File: src/rtl/dlk_pkg.sv
package dlk_pkg;

  typedef enum logic [1:0] {
    SCOPE_XFER = 2'b00,
    SCOPE_BLK  = 2'b01,
    SCOPE_TXN  = 2'b10,
    SCOPE_RSV  = 2'b11
  } lk_scope_e;

  typedef struct packed {
    logic xfer_start;
    logic xfer_end;
    logic blk_start;
    logic blk_end;
    logic txn_start;
    logic txn_end;
  } lk_ev_t;

  // Start event of the chosen scope; code 11 falls back to transaction.
  function automatic logic scope_start(input logic [1:0] sc, input lk_ev_t ev);
    case (sc)
      SCOPE_XFER: scope_start = ev.xfer_start;
      SCOPE_BLK:  scope_start = ev.blk_start;
      default:    scope_start = ev.txn_start;
    endcase
  endfunction

  function automatic logic scope_end(input logic [1:0] sc, input lk_ev_t ev);
    case (sc)
      SCOPE_XFER: scope_end = ev.xfer_end;
      SCOPE_BLK:  scope_end = ev.blk_end;
      default:    scope_end = ev.txn_end;
    endcase
  endfunction

endpackage

File: src/rtl/dlk_tracker.sv
module dlk_tracker
  import dlk_pkg::*;
(
  input  logic       clk,
  input  logic       rst_n,
  input  logic       ch_en,
  input  logic       lk_en,
  input  logic [1:0] scope,
  input  lk_ev_t     ev,
  output logic       held
);

  logic start_hit;
  logic end_hit;
  logic armed;
  logic state_q;
  logic state_d;

  assign start_hit = scope_start(scope, ev);
  assign end_hit   = scope_end(scope, ev);
  assign armed     = ch_en & lk_en;
  assign held      = armed & (state_q | start_hit);
  assign state_d   = held & ~end_hit;

  always_ff @(posedge clk or negedge rst_n) begin
    if (!rst_n) state_q <= 1'b0;
    else        state_q <= state_d;
  end

  // an open lock carries into the next cycle while still armed
  a_r6_hold_open: assert property (@(posedge clk) disable iff (!rst_n)
    (held && !end_hit) |=> (held || !armed));

  // the cycle after an end event is free unless a new start arrives
  a_r6_release_after_end: assert property (@(posedge clk) disable iff (!rst_n)
    (held && end_hit) |=> (!held || start_hit));

  // a disabled channel carries no lock into the next cycle
  a_r7_disable_clears: assert property (@(posedge clk) disable iff (!rst_n)
    (!ch_en) |=> (!held || start_hit));

  // a disabled lock type leaves no state behind
  a_r8_off_no_state: assert property (@(posedge clk) disable iff (!rst_n)
    (!lk_en) |=> (!held || start_hit));

endmodule

File: src/rtl/dlk_channel.sv
module dlk_channel
  import dlk_pkg::*;
(
  input  logic       clk,
  input  logic       rst_n,
  input  logic       ch_en,
  input  logic       arb_en,
  input  logic [1:0] arb_scope,
  input  logic       bus_en,
  input  logic [1:0] bus_scope,
  input  lk_ev_t     ev,
  output logic       arb_hold,
  output logic       bus_hold
);

  logic arb_own;

  dlk_tracker u_arb (
    .clk(clk), .rst_n(rst_n), .ch_en(ch_en), .lk_en(arb_en),
    .scope(arb_scope), .ev(ev), .held(arb_own)
  );

  dlk_tracker u_bus (
    .clk(clk), .rst_n(rst_n), .ch_en(ch_en), .lk_en(bus_en),
    .scope(bus_scope), .ev(ev), .held(bus_hold)
  );

  // The arbitration hold always covers the bus lock interval
  assign arb_hold = arb_own | bus_hold;

endmodule

File: src/rtl/dma_lock_ctrl.sv
module dma_lock_ctrl
  import dlk_pkg::*;
#(
  parameter int NUM_CH = 2
) (
  input  logic                clk,
  input  logic                rst_n,
  input  logic [NUM_CH-1:0]   ch_en,
  input  logic [NUM_CH-1:0]   arb_lk_en,
  input  logic [2*NUM_CH-1:0] arb_lk_scope,
  input  logic [NUM_CH-1:0]   bus_lk_en,
  input  logic [2*NUM_CH-1:0] bus_lk_scope,
  input  logic [NUM_CH-1:0]   xfer_start,
  input  logic [NUM_CH-1:0]   xfer_end,
  input  logic [NUM_CH-1:0]   blk_start,
  input  logic [NUM_CH-1:0]   blk_end,
  input  logic [NUM_CH-1:0]   txn_start,
  input  logic [NUM_CH-1:0]   txn_end,
  output logic [NUM_CH-1:0]   arb_hold,
  output logic [NUM_CH-1:0]   bus_hold,
  output logic                sys_bus_lock
);

  localparam int SCW = 2;

  for (genvar g = 0; g < NUM_CH; g++) begin : g_ch
    lk_ev_t ev;
    assign ev = '{xfer_start: xfer_start[g], xfer_end: xfer_end[g],
                  blk_start:  blk_start[g],  blk_end:  blk_end[g],
                  txn_start:  txn_start[g],  txn_end:  txn_end[g]};

    dlk_channel u_ch (
      .clk(clk), .rst_n(rst_n), .ch_en(ch_en[g]),
      .arb_en(arb_lk_en[g]), .arb_scope(arb_lk_scope[SCW*g +: SCW]),
      .bus_en(bus_lk_en[g]), .bus_scope(bus_lk_scope[SCW*g +: SCW]),
      .ev(ev), .arb_hold(arb_hold[g]), .bus_hold(bus_hold[g])
    );
  end

  assign sys_bus_lock = |bus_hold;

endmodule

File: config.mk
export PLATFORM = sky130hd
export DESIGN_NAME = dma_lock_ctrl
export DESIGN_NICKNAME = d
export VERILOG_FILES = /design/src/rtl/dlk_pkg.sv /design/src/rtl/dlk_tracker.sv /design/src/rtl/dlk_channel.sv /design/src/rtl/dma_lock_ctrl.sv
export SDC_FILE = /design/constraint.sdc
export NUM_CORES = 1
export LEC_CHECK = 0
export BUFFER_PORTS_ARGS = -buffer_cell sky130_fd_sc_hd__buf_2
export CORE_AREA = 2 2 39 41
export DETAILED_ROUTE_END_ITERATION = 8
export DIE_AREA = 0 0 41 43
export SETUP_SLACK_MARGIN = 0.05
export SYNTH_ARGS = -nofsm -noshare
export SYNTH_HDL_FRONTEND = slang
export SYNTH_HIERARCHICAL = 1
export SYNTH_SLANG_ARGS = --single-unit
File: constraint.sdc
create_clock -name clk -period 2.05 [get_ports clk]
set_input_delay 0.41 -clock clk [delete_from_list [all_inputs] [get_ports clk]]
set_output_delay 0.41 -clock clk [all_outputs]
set_load 0.03 [all_outputs]
Word-level counts from Yosys, hierarchy flattened:

Cells that the tools add are included.

* register bits: 4
* bits of input ports: 28
* output and inout port bits: 5
* logic and storage cells: 43

* equality and inequality tests: 4
* mux-type cells: 8
* bitwise logic cells: 22
* reduce and logical (&&, ||, !) cells: 5

Operators with widths (count)
* 1-bit one-hot mux with 2 select lines: 8
* 1-bit AND: 12
* 2-bit by 1-bit equality test with 1-bit output, second input constant: 4
* 2-bit logical NOT: 4
* 1-bit bitwise OR: 6
* 1-bit NOT: 4
* 2-bit OR reduction: 1

Longest topological paths before layout:

* depth in word-level cells: 5
* depth in mapped cells: 3
* gate-level depth less buffers: 3

Hierarchy:

Netlist, hierarchy kept.

Modules (own cells, without submodules)
* dlk_tracker: times used 4, cells each 9, area each 86.3 µm², seq. area each 25.0 µm²
* dlk_channel: times used 2, cells each 1, area each 6.3 µm², seq. area each 0.0 µm²
* dma_lock_ctrl: times used 1, cells each 1, area each 6.3 µm², seq. area each 0.0 µm²

Least setup slack after synthesis:

OpenSTA, ideal clock, no wires.

* path kind: input-to-output
* from: in bus_lk_scope[1]
* to: out arb_hold[0]
* arrival: 1452 ps
* data required time: 1640 ps
* setup slack: 188 ps
* cell stages on the path: 3
* path buffers: 0
* cell sequence: nor3b_1 -> a211oi_2 -> or2_1

* longest elaborated chain between the ends: 5
* elaborated cells on any way between the ends: 6
* those cells by class: 1 x eq/ne; 1 x mux; 3 x bitwise; 1 x reduce/logical

Ends and longest elaborated chain
* start, declared: line dma_lock_ctrl.sv:12 `input logic [2*NUM_CH-1:0] bus_lk_scope,`
* 2-bit by 1-bit equality test with 1-bit output or 2-bit logical NOT (tied branches): line dlk_pkg.sv:21 `case (sc)`
* 1-bit one-hot mux with 2 select lines *: line dlk_pkg.sv:21
* 1-bit bitwise OR *: line dlk_tracker.sv:22 `assign held = armed & (state_q | start_hit);`
* 1-bit AND *: line dlk_tracker.sv:22
* via bus_hold[0]: line dma_lock_ctrl.sv:20 `output logic [NUM_CH-1:0] bus_hold,`
* 1-bit bitwise OR *: line dlk_channel.sv:29 `assign arb_hold = arb_own | bus_hold;`
* end, declared: line dma_lock_ctrl.sv:19 `output logic [NUM_CH-1:0] arb_hold,`

Mark *: on every way through the listed nets, which the timed path passes. The rest lies on a longest branch.

Worst setup path in the final report:

* from: reg g_ch[0].u_ch.u_bus.state_q
* to: out arb_hold[0]

* longest elaborated chain between the ends: 3

Ends and longest elaborated chain
* start, declared: line dlk_tracker.sv:16 `logic state_q;`
* start signal, assigned: line dlk_tracker.sv:27 `else state_q <= state_d;`
* 1-bit bitwise OR: line dlk_tracker.sv:22
* 1-bit AND: line dlk_tracker.sv:22
* 1-bit bitwise OR: line dlk_channel.sv:29

No other way between the ends.

==> impl_metrics.py <==
metrics = {
    "floorplan": {
        "pin_count": 33,
        "die_w_um": 41,
        "fp.dieH_um": 43,
        "rows": 14,
        "start_util_pct": 26.3,
        "core_area_sq_um": 1380,
        "dieArea_sq_um": 1760,
    },
    "detailed_routing": {
        "dr_total_vias": 417,
        "routed_wl_um": 927,
        "drtAntennaViolNets": 0,
        "drt-vias-per-instance": 4.58,
        "drc_errors": 0,
        "drt_iter0_drc": 5,
        "drt-pass1-iter-count": 2,
        "wl_per_cell_um": 10.2,
    },
    "power_and_ir_drop": {
        "leakage_uw": 0.000351,
        "ir_drop_mv": 0.412,
        "powerDensity_nw_per_um2": 486,
    },
    "timing": {
        "grt_setup_unrepaired": "no",
        "post-route-period-util_pct": 85.6,
        "skew_ns": 0,
        "fin_ws_ns": 0.295,
        "drv_slew": 0,
        "fmax_mhz": 570,
        "final_hold_viol_count": 0,
        "setup_viol": 0,
        "fin_setup_tns_ns": 0,
        "fin_hold_ws_ns": 0.470,
        "max_slew.worst_pin.slew_ns": 0.275,
        "relSlewSlack_pct": 81.6,
        "fin_crit_ns": 1.76,
    },
    "place": {
        "place_ws_ns": 0.355,
        "portBuffers": 32,
        "place_congestion": 0.735,
        "hpwl_um": 835,
        "place_inst": 87,
    },
    "clock_network": {
        "clk-insertion-delay-late_ns": 0.23,
        "ctsHtreeMaxLevel": 1,
        "cts_tree": "done",
        "clockBufferDepth": 2,
        "cts.sinks": 4,
        "clk_pin_slew_ns": 0.04,
        "cts-root-buf": "clkbuf_4",
        "numCtsBuffers": 3,
    },
    "setup_path": {
        "slowest_delay_ns": 0.37,
        "cp-startpoint": "g_ch[0].u_ch/u_bus/state_q",
        "crit_path_end_kind": "output port",
        "ff2ff_path_depth": 3,
        "start_kind": "flip-flop",
        "crit_slowest_cell": "dfrtp_1",
        "cp_top_family": "simple AND/OR/NAND/NOR gates",
        "path_max_fanout": 4,
        "crit_chain": "nor3b_1, a211oi_2, or2_1, buf_2",
        "cp_num_buf_inv": 1,
        "arrival_ns": 1.35,
        "r2r_start": "g_ch[0].u_ch/u_bus/state_q",
        "cp_num_cells": 4,
        "cp.required_ns": 1.64,
        "criticalPathCategory": "reg -> out",
    },
    "run_status": {
        "status": "finished clean",
    },
    "yosys": {
        "yosysSeqAreaShare_pct": 27.5,
        "syn_inst": 39,
        "synthSimpleGateAreaFrac_pct": 25.8,
        "synth.mux.area_fraction_pct": 22.0,
        "synth_seq_cells": 4,
        "synth_nets": 67,
        "synth_xor_area_share_pct": 0,
        "synth_compound_area_share_pct": 24.7,
        "synth_top_family_by_area": "simple AND/OR/NAND/NOR gates",
        "synth_fa_ha_area_share_pct": 0,
        "yosys.cell_types.count": 8,
        "synth_warnings": 6,
        "synth_area_sq_um": 364,
        "avgSynthCellArea_sq_um": 9.34,
    },
    "finish": {
        "antenna_cells": 0,
        "nNetsFinal": 105,
        "syn_to_final_growth_pct": 58.4,
        "stdcell_count": 91,
        "layout-drive-gt1-share_pct": 52.0,
        "final_common_cell": "buf_2",
        "final_cell_mix": "buf_2 (32), mux2i_1 (8), nand2_1 (8)",
        "fin_util_pct": 41.7,
    },
    "flow_run": {
        "maxCapViolations": 0,
    },
    "grt": {
        "grt_first_pass_wirelength_um": 1440,
        "overflow": 0,
        "grt_pass1_vias": 404,
        "grt_max_degree": 5,
        "antenna_found_initial": 0,
        "track_usage_pct": 11.9,
    },
    "worst_hold_path": {
        "whs_path_depth": 3,
        "hp-class": "in -> reg",
        "hold_start": "txn_end[1]",
    },
}
[worst reg2reg max path, stage by stage, from the launching register on]
cell	delay [ns]
dfrtp_1	0.35
nor2_1	0.05
a211oi_2	0.30
o211a_1	0.20
[per-layer routing]
metal  up-vias  wire [um]  GRT usage (%)
li1        218          -              -
met3         0         64           6.28
met2        11        497           19.1
met5         -          0              0
met4         0          0           2.00
met1       188        365           13.7
[flip-flops by register name, summed over array words and instances (netlist names)]
name                     count
g_ch.u_ch/u_bus/state_q      2
g_ch.u_ch/u_arb/state_q      2
[stage by stage]
stage / total power, uW / cell area [sq um]
6_report: 280 / 577
3_5_place_dp: 183 / 544
5_1_grt: 300 / 577
4_1_cts: 288 / 577
2_1_floorplan: 136 / 364
3_3_place_gp: 182 / 544
[cell families after synthesis]
logic type	count (synthesis)
AOI/OAI and AO/OA	8
DFF	4
and+or+nand+nor	19
muxes	8
[report_power, final]
part	internal (uW)	switching [uW]
logic	45.4	52.1
registers	82.8	1.74
clock network	65.5	32.9
[layout make-up]
| type | instances | area (sq um) |
|---|---|---|
| tap | 16 | 20.0 |
| clock buffer | 3 | 22.5 |
| multi-input combinational | 35 | 264 |
| fill | 154 | 807 |
| sequential | 4 | 100 |
| timing repair buffer | 33 | 170 |
[final timing paths]
kind	endpoint	slack, ns
max reg2reg	g_ch[0].u_ch/u_bus/state_q	1.09
max	arb_hold[0]	0.29
min in group asynchronous	g_ch[0].u_ch/u_bus/state_q	0.50
min reg2reg	g_ch[0].u_ch/u_arb/state_q	0.71
min	g_ch[1].u_ch/u_arb/state_q	0.47
max in group asynchronous	g_ch[1].u_ch/u_arb/state_q	1.42
[cell usage after synthesis]
cell type,n,area [sq um]
a211oi_2,4,50.1
dfrtp_1,4,100
o211a_1,4,40.0
mux2i_1,8,80.1
nand2_1,8,30.0
or2_1,3,18.8
nor2_1,4,15.0
nor3b_1,4,30.0
[timing repair]
action	in CTS	in global routing
setup buffers	0	0
endpoints found under the hold margin	4	0
resized for setup	0	0
hold buffers	1	0
No activity file was read; power rests on OpenSTA's default activity.
